==> src/rtl/mpdot_pkg.sv <==
package mpdot_pkg;

  typedef enum logic [1:0] {
    MODE_B8  = 2'd0,
    MODE_B4  = 2'd1,
    MODE_B2  = 2'd2,
    MODE_RSV = 2'd3
  } elem_mode_e;

  // Fold the spare encoding onto the byte mode
  function automatic elem_mode_e norm_mode(input logic [1:0] m);
    elem_mode_e r;
    case (m)
      2'd1:    r = MODE_B4;
      2'd2:    r = MODE_B2;
      default: r = MODE_B8;
    endcase
    return r;
  endfunction

endpackage

==> src/rtl/mpdot_unpack_mul.sv <==
module mpdot_unpack_mul
  import mpdot_pkg::*;
#(
  parameter int WORD_W = 32,
  parameter int PW     = 18
) (
  input  logic                        clk,
  input  logic                        rst,
  input  logic                        en,
  input  elem_mode_e                  mode,
  input  logic                        sgn,
  input  logic [WORD_W-1:0]           a,
  input  logic [WORD_W-1:0]           b,
  output logic [WORD_W/2-1:0][PW-1:0] prod_q
);
  localparam int N8 = WORD_W / 8;
  localparam int N4 = WORD_W / 4;
  localparam int N2 = WORD_W / 2;

  logic signed [PW-1:0] p8 [N8];
  logic signed [PW-1:0] p4 [N4];
  logic signed [PW-1:0] p2 [N2];

  // One extension bit per element: sign copy or zero
  for (genvar g = 0; g < N8; g++) begin : g_b8
    logic signed [8:0] ea, eb;
    assign ea = {sgn & a[8*g+7], a[8*g +: 8]};
    assign eb = {sgn & b[8*g+7], b[8*g +: 8]};
    assign p8[g] = PW'(ea) * PW'(eb);
  end

  for (genvar g = 0; g < N4; g++) begin : g_b4
    logic signed [4:0] ea, eb;
    assign ea = {sgn & a[4*g+3], a[4*g +: 4]};
    assign eb = {sgn & b[4*g+3], b[4*g +: 4]};
    assign p4[g] = PW'(ea) * PW'(eb);
  end

  for (genvar g = 0; g < N2; g++) begin : g_b2
    logic signed [2:0] ea, eb;
    assign ea = {sgn & a[2*g+1], a[2*g +: 2]};
    assign eb = {sgn & b[2*g+1], b[2*g +: 2]};
    assign p2[g] = PW'(ea) * PW'(eb);
  end

  logic [N2-1:0][PW-1:0] nxt;

  always_comb begin
    nxt = '0;
    case (mode)
      MODE_B4: for (int i = 0; i < N4; i++) nxt[i] = p4[i];
      MODE_B2: for (int i = 0; i < N2; i++) nxt[i] = p2[i];
      default: for (int i = 0; i < N8; i++) nxt[i] = p8[i];
    endcase
  end

  always_ff @(posedge clk) begin
    if (rst)     prod_q <= '0;
    else if (en) prod_q <= nxt;
  end

endmodule

==> src/rtl/mpdot_tree.sv <==
module mpdot_tree #(
  parameter int LEAVES = 16,
  parameter int PW     = 18,
  parameter int SUM_W  = PW + $clog2(LEAVES)
) (
  input  logic                        clk,
  input  logic                        rst,
  input  logic                        en,
  input  logic [LEAVES-1:0][PW-1:0]   prod,
  output logic signed [SUM_W-1:0]     sum_q
);
  localparam int DEPTH = $clog2(LEAVES);

  // Balanced pairwise reduction, one generate level per tree rank
  for (genvar l = 0; l <= DEPTH; l++) begin : lvl
    localparam int CNT = LEAVES >> l;
    logic signed [SUM_W-1:0] v [CNT];
    if (l == 0) begin : g_leaf
      for (genvar j = 0; j < CNT; j++) begin : g_ext
        assign v[j] = SUM_W'($signed(prod[j]));
      end
    end else begin : g_node
      for (genvar j = 0; j < CNT; j++) begin : g_add
        assign v[j] = lvl[l-1].v[2*j] + lvl[l-1].v[2*j+1];
      end
    end
  end

  always_ff @(posedge clk) begin
    if (rst)     sum_q <= '0;
    else if (en) sum_q <= lvl[DEPTH].v[0];
  end

endmodule

==> src/rtl/mpdot_accum.sv <==
module mpdot_accum #(
  parameter int ACC_W = 32,
  parameter int NAR_W = 16,
  parameter int SUM_W = 22
) (
  input  logic                    clk,
  input  logic                    rst,
  input  logic                    en,
  input  logic                    vld,
  input  logic                    nar,
  input  logic [ACC_W-1:0]        acc,
  input  logic signed [SUM_W-1:0] sum,
  output logic                    vld_q,
  output logic [ACC_W-1:0]        res_q
);
  localparam int EXT_W = ACC_W - NAR_W;

  logic [ACC_W-1:0] full;
  logic [ACC_W-1:0] nxt;
  logic             nar_q;

  assign full = acc + ACC_W'(sum);
  assign nxt  = nar ? {{EXT_W{full[NAR_W-1]}}, full[NAR_W-1:0]} : full;

  always_ff @(posedge clk) begin
    if (rst) begin
      vld_q <= 1'b0;
      res_q <= '0;
      nar_q <= 1'b0;
    end else if (en) begin
      vld_q <= vld;
      res_q <= nxt;
      nar_q <= nar;
    end
  end


  narrow_ext_chk: assert property (@(posedge clk) disable iff (rst)
    (vld_q && nar_q) |-> (res_q[ACC_W-1:NAR_W] == {EXT_W{res_q[NAR_W-1]}}));

endmodule

==> src/rtl/mpdot_unit.sv <==
module mpdot_unit
  import mpdot_pkg::*;
#(
  parameter int WORD_W = 32,
  parameter int ACC_W  = 32,
  parameter int NAR_W  = 16
) (
  input  logic              clk,
  input  logic              rst,
  input  logic              in_valid,
  output logic              in_ready,
  input  logic [WORD_W-1:0] a_word,
  input  logic [WORD_W-1:0] b_word,
  input  logic [ACC_W-1:0]  acc_in,
  input  logic [1:0]        elem_mode,
  input  logic              elem_signed,
  input  logic              acc_narrow,
  output logic              out_valid,
  input  logic              out_ready,
  output logic [ACC_W-1:0]  result
);
  localparam int MAX_EW = 8;
  localparam int LEAVES = WORD_W / 2;
  localparam int N8     = WORD_W / MAX_EW;
  localparam int PW     = 2 * (MAX_EW + 1);
  localparam int SUM_W  = PW + $clog2(LEAVES);

  logic en;
  assign en       = !out_valid || out_ready;
  assign in_ready = en;

  // Sideband travelling alongside the datapath
  logic             s1_valid, s2_valid;
  logic [ACC_W-1:0] s1_acc, s2_acc;
  logic             s1_nar, s2_nar;
  elem_mode_e       s1_mode;

  always_ff @(posedge clk) begin
    if (rst) begin
      s1_valid <= 1'b0;
      s2_valid <= 1'b0;
      s1_acc   <= '0;
      s2_acc   <= '0;
      s1_nar   <= 1'b0;
      s2_nar   <= 1'b0;
      s1_mode  <= MODE_B8;
    end else if (en) begin
      s1_valid <= in_valid;
      s1_acc   <= acc_in;
      s1_nar   <= acc_narrow;
      s1_mode  <= norm_mode(elem_mode);
      s2_valid <= s1_valid;
      s2_acc   <= s1_acc;
      s2_nar   <= s1_nar;
    end
  end

  logic [LEAVES-1:0][PW-1:0] prod;
  logic signed [SUM_W-1:0]   sum;

  mpdot_unpack_mul #(.WORD_W(WORD_W), .PW(PW)) u_mul (
    .clk(clk), .rst(rst), .en(en),
    .mode(norm_mode(elem_mode)), .sgn(elem_signed),
    .a(a_word), .b(b_word), .prod_q(prod)
  );

  mpdot_tree #(.LEAVES(LEAVES), .PW(PW), .SUM_W(SUM_W)) u_tree (
    .clk(clk), .rst(rst), .en(en), .prod(prod), .sum_q(sum)
  );

  mpdot_accum #(.ACC_W(ACC_W), .NAR_W(NAR_W), .SUM_W(SUM_W)) u_acc (
    .clk(clk), .rst(rst), .en(en),
    .vld(s2_valid), .nar(s2_nar), .acc(s2_acc), .sum(sum),
    .vld_q(out_valid), .res_q(result)
  );


  hold_stall_chk: assert property (@(posedge clk) disable iff (rst)
    (out_valid && !out_ready) |=> (out_valid && $stable(result)));


  accept_fill_chk: assert property (@(posedge clk) disable iff (rst)
    (in_valid && in_ready) |=> s1_valid);


  slot_zero_chk: assert property (@(posedge clk) disable iff (rst)
    (s1_valid && s1_mode == MODE_B8) |-> (prod[LEAVES-1:N8] == '0));


  reset_idle_chk: assert property (@(posedge clk) disable iff (rst)
    $past(rst) |-> (!out_valid && in_ready));

endmodule

==> config.mk <==
export PLATFORM = sky130hd
export DESIGN_NAME = mpdot_unit
export DESIGN_NICKNAME = d
export VERILOG_FILES = /design/src/rtl/mpdot_pkg.sv /design/src/rtl/mpdot_unpack_mul.sv /design/src/rtl/mpdot_tree.sv /design/src/rtl/mpdot_accum.sv /design/src/rtl/mpdot_unit.sv
export SDC_FILE = /design/constraint.sdc
export NUM_CORES = 2
export LEC_CHECK = 0
export BUFFER_PORTS_ARGS = -buffer_cell sky130_fd_sc_hd__buf_2
export CAP_MARGIN = 30
export CORE_MARGIN = 2
export CORE_UTILIZATION = 50
export DETAILED_ROUTE_END_ITERATION = 16
export GPL_TIMING_DRIVEN = 0
export HOLD_SLACK_MARGIN = 0.03
export PLACE_DENSITY = 0.66
export REMOVE_ABC_BUFFERS = 1
export SYNTH_ARGS = -nofsm -noshare
export SYNTH_HDL_FRONTEND = slang
export SYNTH_SLANG_ARGS = --single-unit
==> constraint.sdc <==
create_clock -name clk -period 8.14 [get_ports clk]
set_clock_uncertainty 0.1 [all_clocks]
set_input_delay 1.628 -clock clk [delete_from_list [all_inputs] [get_ports clk]]
set_output_delay 1.628 -clock clk [all_outputs]
set_load 0.05 [all_outputs]
==> metrics.txt <==
Synth Flop Type=dfxtp_1; initial antenna violation count=2; Antenna Violating Nets Remaining=0; CP arrival=7.84 ns; Max-slew headroom=33.98%; Slew Viols, Final=0; vias in the first global route=31279; core region area=0.08029 mm^2; insertion delay to the later sink of the worst-skew pair=0.56 ns; cell taking the most area after synthesis=fa_1; maximum number of pins on one net before global-route repair=148; Post-CTS Setup Bufs=0; CTS tree=done; Hold Vio Cnt, Final=0; register area share after synthesis=14.02%; crit-path cells=buf_4 > buf_16 > nand2_1 > inv_1 > nand2b_1 > fa_1 > fa_1 > fa_1 > inv_1 > fa_1 > fa_1 > ha_1 > a21oi_1 > o21ai_1 > a2111o_1 > a41oi_1 > o21ai_1 > xnor2_1 > nand2_1 > a211oi_1; Area Overhead vs Synth=7.247%; Pre-antenna DRT Iters=5; worst hold margin=0.3495 ns; Crit path largest cell delay=0.55 ns; Rows=104; Setup-failing EPs final=0; Initial Utilization=50.34%; final layout net count=5826; I/O pin total=138; Yosys cell types=77; DPL Wire Length=79620 um; Mapped Cells=4656; DR WL/cell=17.09 um; die area=0.08313 mm^2; CP max-delay cell=fa_1; synth top area cells=fa_1 30%, ha_1 14%, dfxtp_1 14%, inv_1 7.5%, xnor2_1 4.9%; Synth Warn #=0; number of remaining DRC errors=0; CTS sink count=283; status=completed; gr usage total=24.35%; Pwr Density=301.7 mW/mm^2; routed vias=30249; drt via density=5.263; Critical Path End Type=register; clk slew on worst S/H paths=0.06 ns; Async S/R FF share, synth=0%; Leak Pwr=21.98 nW; Die Wd=288.3 um; hold_buf cts=0; RSZ-0062 raised after global routing=no; CP required=8.50 ns; Cell Area, Synth=0.04042 mm^2; measured slew at the worst slew-check pin=0.9903 ns; htree depth=2; die height=288.3 um; CP Class=primary input to register; placer congestion estimate=0.9094; first-pass GRT wire length=162100 um; total power=13.08 mW; layout cells sized above 1=5.505%; maximum VDD drop=0.2954 mV; top-count cell post-synth=inv_1; total clock buffers created by CTS=36; PortBufs=137; Hold/Removal Path Class=register to register; EDFF count, synth=0; Syn Area/Cell=8.681 um^2; post_cts resized=0; total grt overflow=0; final WL=98210 um; Max Clock Freq=133.7 MHz; Root Buffer=clkbuf_16; most frequent CP cell=fa_1; Seq cells post-synth=283; CP Launch Type=primary input; Synth top cells by count=806 x inv_1, 600 x fa_1, 506 x nand2_1; Clock Tree Buf Depth=3; max-cap violations=0; CP max FO=67; Final period util=91.88%; number of DRC markers in iteration 0=1448; share of the synthesized area in the top cell type=29.72%; Tmin final=7.479 ns
[path summary, 6_finish.rpt]
| check | from | end | slack (ns) | cells past startpoint |
|---|---|---|---|---|
| worst max register to register | u_mul.prod_q[72] | u_tree.sum_q[20] | 0.97 | 24 |
| worst min-delay path | u_acc.res_q[0] | u_acc.res_q[0] | 0.35 | 2 |
| worst min register to register | u_acc.res_q[0] | u_acc.res_q[0] | 0.35 | 2 |
| worst max-delay path | elem_signed | u_mul.prod_q[17] | 0.66 | 20 |
[layout make-up]
cell class | instances | area [um^2]
multi-input combinational | 3383 | 31050
tap | 1060 | 1326
fill | 7479 | 36940
timing repair buffer | 150 | 1003
inverter | 807 | 3037
sequential | 283 | 5665
antenna | 1 | 2.502
clock buffer | 48 | 1059
clock inverter | 16 | 207.7
[flip-flops by register name, summed over array words and instances (netlist names)]
name / flops
s1_nar: 1
s1_acc: 32
s2_nar: 1
u_acc.res_q: 32
s2_acc: 32
u_tree.sum_q: 22
s1_valid: 1
u_acc.vld_q: 1
s2_valid: 1
u_mul.prod_q: 160
[power breakdown]
part           switching, mW  internal [mW]
Combinational           5.42           4.16
Sequential             0.145           1.64
Clock                  0.663           1.05
[worst max-delay path: cells and delay by family]
kind / cells / cell delay [ns]
adders and majority gates: 6 / 2.94
AOI/OAI and AO/OA: 6 / 1.52
buffers and inverters: 4 / 0.83
and+or+nand+nor: 3 / 0.52
xor gates and xnor gates: 1 / 0.26
[placed cells by master (no fill, tap or decap), types with 5 or more instances in the layout]
master,instances
a2111o_1,6
a211o_1,5
a211oi_1,62
a21o_1,95
a21oi_1,367
a21oi_2,5
a22oi_1,32
a31oi_1,13
a41oi_1,11
and2_1,156
and3_1,37
buf_12,7
buf_16,6
buf_2,135
clkbuf_16,38
clkbuf_8,7
clkinv_2,7
dfxtp_1,283
fa_1,600
ha_1,459
inv_1,805
nand2_1,506
nand2b_1,68
nand3_1,53
nand4_1,6
nor2_1,282
nor2b_1,18
nor3_1,48
o211ai_1,9
o21a_1,20
o21ai_0,88
o21ai_1,12
o21bai_1,33
o31a_1,13
o31ai_1,7
or2_2,12
or3_1,15
xnor2_1,226
xor2_1,59
[per-stage QoR]
step / setup TNS (ns) / area, um^2 / setup slack (ns) / utilization, % / std cells
floorplan: -3250.64 / 39710 / -14.47 / - / 4473
global placement: -7879.20 / 41720 / -33.06 / 51.97 / 5670
detailed placement: 0 / 42080 / 0.1897 / 52.41 / 5683
CTS: 0 / 43350 / 0.7614 / 53.99 / 5747
global route: 0 / 43350 / 0.3945 / 53.99 / 5747
finish: 0 / 43350 / 0.6611 / 53.99 / 5748
[cells by family (layout without fill, tap and decap cells)]
| kind of cell | count (synthesis) | in the layout | share of synthesized area [%] |
|---|---|---|---|
| AOI/OAI and AO/OA | 811 | 811 | 12.61 |
| other | 0 | 1 | 0 |
| xor gates and xnor gates | 286 | 286 | 6.216 |
| adders and majority gates | 1061 | 1061 | 43.99 |
| and+or+nand+nor | 1222 | 1222 | 13.84 |
| buffers and inverters | 990 | 1021 | 9.250 |
| DFF | 283 | 283 | 14.02 |
| muxes | 3 | 3 | 0.07430 |
[routing by layer]
layer	part of all wire (%)	track usage, %
met4	2.9	7.150
met5	0.013	0
met2	48	41.46
met1	45	32.48
met3	4.4	3.088
Note: power is estimated with default switching activity, not from simulation.
